File: config.mk
export PLATFORM = sky130hd
export DESIGN_NAME = flash_status_ctl
export DESIGN_NICKNAME = d
export VERILOG_FILES = /design/src/rtl/fsc_pkg.sv /design/src/rtl/fsc_status_reg.sv /design/src/rtl/fsc_src_sel.sv /design/src/rtl/fsc_bus_out.sv /design/src/rtl/flash_status_ctl.sv
export SDC_FILE = /design/constraint.sdc
export NUM_CORES = 1
export LEC_CHECK = 0
export ABC_AREA = 0
export ABC_CLOCK_PERIOD_IN_PS = 4490
export BUFFER_PORTS_ARGS = -buffer_cell sky130_fd_sc_hd__buf_2
export CORE_ASPECT_RATIO = 0.9
export CORE_UTILIZATION = 40
export DETAILED_ROUTE_END_ITERATION = 6
export PLACE_DENSITY = 0.75
export SETUP_SLACK_MARGIN = 0.5
export SLEW_MARGIN = 20
export SYNTH_ARGS = -nofsm -noshare
export SYNTH_HDL_FRONTEND = slang
export SYNTH_SLANG_ARGS = --single-unit
File: constraint.sdc
create_clock -name clk -period 4.49 [get_ports clk]
set_input_delay 0.6735 -clock clk [delete_from_list [all_inputs] [get_ports clk]]
set_output_delay 0.6735 -clock clk [all_outputs]
set_load 0.005 [all_outputs]
File: src/rtl/fsc_pkg.sv
package fsc_pkg;

    localparam int DQ_W   = 16;
    localparam int LANE_W = 8;

    typedef enum logic [1:0] {
        SRC_ARRAY  = 2'd0,
        SRC_STATUS = 2'd1,
        SRC_ID     = 2'd2
    } rd_src_e;

    typedef struct packed {
        logic       ready;
        logic       suspend;
        logic       erase_fail;
        logic       prog_fail;
        logic       protect;
        logic       sleep;
        logic [1:0] rsvd;
    } stat_t;

    localparam stat_t STAT_RESET = '{ready: 1'b1, suspend: 1'b0, erase_fail: 1'b0,
                                     prog_fail: 1'b0, protect: 1'b0, sleep: 1'b0,
                                     rsvd: 2'b00};

    // Status byte as it appears on the lowest lane; reserved bits forced low.
    function automatic logic [LANE_W-1:0] stat_lane(input stat_t s);
        stat_t t;
        t      = s;
        t.rsvd = 2'b00;
        return LANE_W'(t);
    endfunction

endpackage

File: src/rtl/fsc_status_reg.sv
module fsc_status_reg
    import fsc_pkg::*;
(
    input  logic  clk,
    input  logic  rst,
    input  logic  wsm_busy,
    input  logic  wsm_suspend,
    input  logic  wsm_prog_fail,
    input  logic  wsm_erase_fail,
    input  logic  clr_cmd,
    input  logic  rd_array_cmd,
    input  logic  sleep_flag,
    input  logic  abort_flag,
    input  logic  sect_protect,
    output stat_t stat
);

    logic ready_q, susp_q, pf_q, ef_q, sleep_q;

    always_ff @(posedge clk) begin
        if (rst) begin
            ready_q <= STAT_RESET.ready;
            susp_q  <= STAT_RESET.suspend;
            pf_q    <= STAT_RESET.prog_fail;
            ef_q    <= STAT_RESET.erase_fail;
            sleep_q <= STAT_RESET.sleep;
        end else begin
            ready_q <= ~wsm_busy;
            susp_q  <= wsm_suspend;
            // Sticky: only software clear removes them, a new event wins.
            pf_q    <= wsm_prog_fail  | (pf_q & ~clr_cmd);
            ef_q    <= wsm_erase_fail | (ef_q & ~clr_cmd);
            sleep_q <= sleep_flag | abort_flag | (sleep_q & ~rd_array_cmd);
        end
    end

    always_comb begin
        stat            = STAT_RESET;
        stat.ready      = ready_q;
        stat.suspend    = susp_q;
        stat.erase_fail = ef_q;
        stat.prog_fail  = pf_q;
        stat.protect    = sect_protect;
        stat.sleep      = sleep_q;
        stat.rsvd       = 2'b00;
    end

endmodule

File: src/rtl/fsc_src_sel.sv
module fsc_src_sel
    import fsc_pkg::*;
(
    input  logic    clk,
    input  logic    rst,
    input  logic    cmd_read_array,
    input  logic    cmd_read_status,
    input  logic    cmd_read_id,
    input  logic    cmd_program,
    input  logic    cmd_sector_erase,
    input  logic    cmd_chip_erase,
    input  logic    fail_block,
    output rd_src_e src,
    output logic    op_start
);

    logic pe_cmd;
    assign pe_cmd = cmd_program | cmd_sector_erase | cmd_chip_erase;

    always_ff @(posedge clk) begin
        if (rst) begin
            src      <= SRC_ARRAY;
            op_start <= 1'b0;
        end else begin
            op_start <= pe_cmd & ~fail_block;
            if (cmd_read_array)
                src <= SRC_ARRAY;
            else if (cmd_read_id)
                src <= SRC_ID;
            else if (cmd_read_status | pe_cmd)
                src <= SRC_STATUS;
        end
    end

endmodule

File: src/rtl/fsc_bus_out.sv
module fsc_bus_out
    import fsc_pkg::*;
#(
    parameter int DQ_W   = fsc_pkg::DQ_W,
    parameter int LANE_W = fsc_pkg::LANE_W
) (
    input  logic            clk,
    input  logic            rst,
    input  stat_t           stat,
    input  logic            ce_n,
    input  logic            oe_n,
    input  logic            byte_mode,
    input  logic            show_status,
    output logic [DQ_W-1:0] dq_out,
    output logic [DQ_W-1:0] dq_oe
);

    localparam int NLANES = DQ_W / LANE_W;

    logic  en_low, en_q, drive;
    stat_t snap_q;

    assign en_low = ~ce_n & ~oe_n;
    assign drive  = en_low & en_q & show_status;

    always_ff @(posedge clk) begin
        if (rst) begin
            en_q   <= 1'b0;
            snap_q <= STAT_RESET;
        end else begin
            en_q <= en_low;
            if (en_low & ~en_q)
                snap_q <= stat;
        end
    end

    for (genvar g = 0; g < NLANES; g++) begin : g_lane
        if (g == 0) begin : g_low
            assign dq_out[LANE_W-1:0] = drive ? stat_lane(snap_q) : '0;
            assign dq_oe[LANE_W-1:0]  = {LANE_W{drive}};
        end else begin : g_high
            assign dq_out[g*LANE_W +: LANE_W] = '0;
            assign dq_oe[g*LANE_W +: LANE_W]  = {LANE_W{drive & ~byte_mode}};
        end
    end

endmodule

File: src/rtl/flash_status_ctl.sv
module flash_status_ctl
    import fsc_pkg::*;
#(
    parameter int DQ_W = fsc_pkg::DQ_W
) (
    input  logic            clk,
    input  logic            rst,
    input  logic            cmd_read_array,
    input  logic            cmd_read_status,
    input  logic            cmd_clear_status,
    input  logic            cmd_program,
    input  logic            cmd_sector_erase,
    input  logic            cmd_chip_erase,
    input  logic            cmd_read_id,
    input  logic            wsm_busy,
    input  logic            wsm_suspend,
    input  logic            wsm_prog_fail,
    input  logic            wsm_erase_fail,
    input  logic            sect_protect,
    input  logic            sleep_flag,
    input  logic            abort_flag,
    input  logic            ce_n,
    input  logic            oe_n,
    input  logic            byte_mode,
    output logic [DQ_W-1:0] dq_out,
    output logic [DQ_W-1:0] dq_oe,
    output logic [1:0]      read_src,
    output logic            op_start
);

    stat_t   stat;
    rd_src_e src;
    logic    pf_w, ef_w;

    assign pf_w     = stat.prog_fail;
    assign ef_w     = stat.erase_fail;
    assign read_src = src;

    fsc_status_reg u_stat (
        .clk            (clk),
        .rst            (rst),
        .wsm_busy       (wsm_busy),
        .wsm_suspend    (wsm_suspend),
        .wsm_prog_fail  (wsm_prog_fail),
        .wsm_erase_fail (wsm_erase_fail),
        .clr_cmd        (cmd_clear_status),
        .rd_array_cmd   (cmd_read_array),
        .sleep_flag     (sleep_flag),
        .abort_flag     (abort_flag),
        .sect_protect   (sect_protect),
        .stat           (stat)
    );

    fsc_src_sel u_src (
        .clk              (clk),
        .rst              (rst),
        .cmd_read_array   (cmd_read_array),
        .cmd_read_status  (cmd_read_status),
        .cmd_read_id      (cmd_read_id),
        .cmd_program      (cmd_program),
        .cmd_sector_erase (cmd_sector_erase),
        .cmd_chip_erase   (cmd_chip_erase),
        .fail_block       (pf_w | ef_w),
        .src              (src),
        .op_start         (op_start)
    );

    fsc_bus_out #(.DQ_W(DQ_W), .LANE_W(LANE_W)) u_bus (
        .clk         (clk),
        .rst         (rst),
        .stat        (stat),
        .ce_n        (ce_n),
        .oe_n        (oe_n),
        .byte_mode   (byte_mode),
        .show_status (src == SRC_STATUS),
        .dq_out      (dq_out),
        .dq_oe       (dq_oe)
    );

endmodule

==> impl_metrics.py <==
metrics = {
    "floorplanning": {
        "rows": 15,
        "dieArea_sq_um": 2443,
        "die_x_um": 51.99,
        "io_pins": 54,
        "core_sq_um": 2008,
        "start_util": 0.4480,
        "die_h_um": 46.99,
    },
    "finish": {
        "nNetsFinal": 147,
        "mostFrequentLayoutCells": "buf_2, dfxtp_1, inv_1, conb_1, a21oi_1",
        "n_antenna_cell": 0,
        "drive_above_1_share": 0.4252,
        "syn_to_final_growth_pct": 8.067,
        "stdcell_count": 152,
        "fin_util": 0.4841,
        "layout_commonest_cell": "buf_2",
        "nFillCells": 201,
    },
    "route": {
        "ant_nets": 0,
        "drt_iter0_drc": 5,
        "first_pass_iters": 3,
        "route.detailed.drc": 0,
        "vias": 694,
        "vias_per_cell": 4.566,
        "wirelength_mm": 1.453,
        "wl_per_cell_um": 9.559,
    },
    "power_and_ir_drop": {
        "power_density_nw_per_um2": 253.7,
        "leakage_nw": 0.4742,
        "ir_drop_uv": 172.9,
        "power.total_mw": 0.2467,
    },
    "timing": {
        "max_freq_mhz": 384.1,
        "finalMaxSlewViolations": 0,
        "period_share": 0.5799,
        "fin_crit_ps": 2604,
        "tns_ps": 0,
        "hold_viol": 0,
        "finClkSkew_ps": 2.373,
        "setup_viol": 0,
        "rsz0062_at_grt": "false",
    },
    "synthesis": {
        "synth_top_family_by_area": "buffers and inverters",
        "ys_seq_area_frac": 0.3338,
        "yosysWarnings": 0,
        "netlist_area_sq_um": 899.6,
        "synth_cell_types": 21,
        "yosys.area.top_type_share": 0.3338,
        "synthAdderAreaFrac": 0,
        "yosysTopAreaCell": "dfxtp_1",
        "synthTopCellsByArea": "dfxtp_1, buf_4, nor3_2, or4b_1, a21oi_1",
        "synth_compound_area_frac": 0.1057,
        "synthXorXnorAreaFrac": 0,
        "synth.area.mux_share": 0.01113,
        "synth.avg_cell_area_sq_um": 8.820,
        "synth-seq-cells": 15,
        "synthSimpleGateAreaFrac": 0.2434,
        "syn-instance-count": 102,
    },
    "clock_network": {
        "cts_tree": "done",
        "insertion_delay_ps": 270,
        "postCtsSetupRepairBufs": 0,
        "cts.clk_slew.worst_paths_ps": 80,
        "cts_root_buffer": "clkbuf_4",
        "cts.repair.resized": 0,
        "clockBufferDepth": 2,
        "postCtsHoldBufs": 0,
        "cts_sinks": 15,
        "h-tree-depth": 1,
        "cts_made_buffers": 3,
    },
    "global_routing": {
        "grt_pass1_wl_mm": 2.249,
        "grt_overflow": 0,
        "grt_start_max_net_pins": 18,
        "grt_usage": 0.1232,
        "grt_pass1_vias": 561,
        "grt_antenna_before_repair": 0,
    },
    "setup_path": {
        "crit_slowest_cell": "or4b_4",
        "critical_path.cell_chain": "buf_2 > or4b_4 > nor2_1 > buf_2",
        "worst-setup-path-type": "in2out",
        "arrival_ps": 1930,
        "cp_max_fo": 13,
        "start_kind": "input pin",
        "critPathMostFrequentCell": "buf_2",
        "cp.required_ps": 3820,
        "critical-path-max-stage-delay_ps": 610,
        "crit_path_end_kind": "output port",
    },
    "flow_run": {
        "drv_cap": 0,
    },
    "placement": {
        "io_buffers": 43,
        "place_congestion": 0.6829,
        "dpl.hpwl_mm": 1.147,
        "place_inst": 148,
    },
    "min_path": {
        "min_path_type": "reg2reg",
    },
    "run_status": {
        "status": "finished, final reports clean",
    },
}
worst max-delay path, delay by kind of cell:
kind | cells | cell delay (ps)
buffers and inverters | 2 | 350
and+or+nand+nor | 2 | 900
stage by stage:
step	hold slack (ps)	area (sq um)	setup WS, ps
after floorplan	415.7	933.4	1994
after global routing	482.1	972.2	1743
after detailed placement	452.4	945.9	1869
after global placement	444.1	945.9	1914
after CTS	468.8	972.2	1869
final	470.6	972.2	1886
flip-flops by register name, indices dropped and copies added (netlist names):
signal and flops:
u_stat.ef_q 1, u_src.op_start 1, u_stat.sleep_q 1, u_bus.en_q 1, u_bus.snap_q 6, u_src.src 2
u_stat.susp_q 1, u_stat.pf_q 1, u_stat.ready_q 1
logic make-up (layout without fill, tap and decap cells):
| group | count (synthesis) | after routing |
|---|---|---|
| buffers and inverters | 41 | 57 |
| AND/OR/NAND/NOR | 29 | 29 |
| AO/OA/AOI/OAI | 15 | 15 |
| flip-flops | 15 | 15 |
| other | 1 | 10 |
| multiplexers | 1 | 1 |
synthesized netlist by cell type:
master	instances
buf_6	3
nor2b_1	1
nand2b_1	4
buf_4	25
nor3_2	7
nor4_1	2
or4b_4	1
conb_1	1
or4b_1	5
clkbuf_1	2
nor2_1	5
nor3b_1	1
mux2i_1	1
a2111oi_0	1
inv_1	10
a21oi_1	8
dfxtp_1	15
buf_2	1
a22o_1	1
o31ai_1	5
nor3_1	3
worst paths after layout:
kind / from / cells after the start / endpoint / slack (ps)
max: oe_n / 4 / dq_oe[3] / 1890
min reg2reg: u_stat.ef_q / 1 / u_src.op_start / 470
min: u_stat.ef_q / 1 / u_src.op_start / 470
max reg2reg: u_bus.en_q / 2 / u_bus.snap_q[6] / 3310
where the power goes:
| part | internal, mW | switching (mW) |
|---|---|---|
| logic | 0.0131 | 0.0162 |
| clock network | 0.0344 | 0.0394 |
| registers | 0.139 | 0.00416 |
area by class of cell:
class	instances	area [sq um]	area share
Tap cell	25	31.28	0.03218
Sequential cell	15	300.3	0.3089
Clock buffer	4	26.28	0.02703
Timing Repair Buffer	43	215.2	0.2214
Inverter	10	37.54	0.03861
Multi-Input combinational cell	55	361.6	0.3719
layer usage:
metal	wire length [um]	vias to the layer above	GRT usage
met5	0	-	0
met4	0	0	0.04865
met3	142	0	0.02913
met2	616	44	0.2051
met1	693	290	0.1559
li1	-	360	-
No activity file was read; power rests on OpenSTA's default activity.
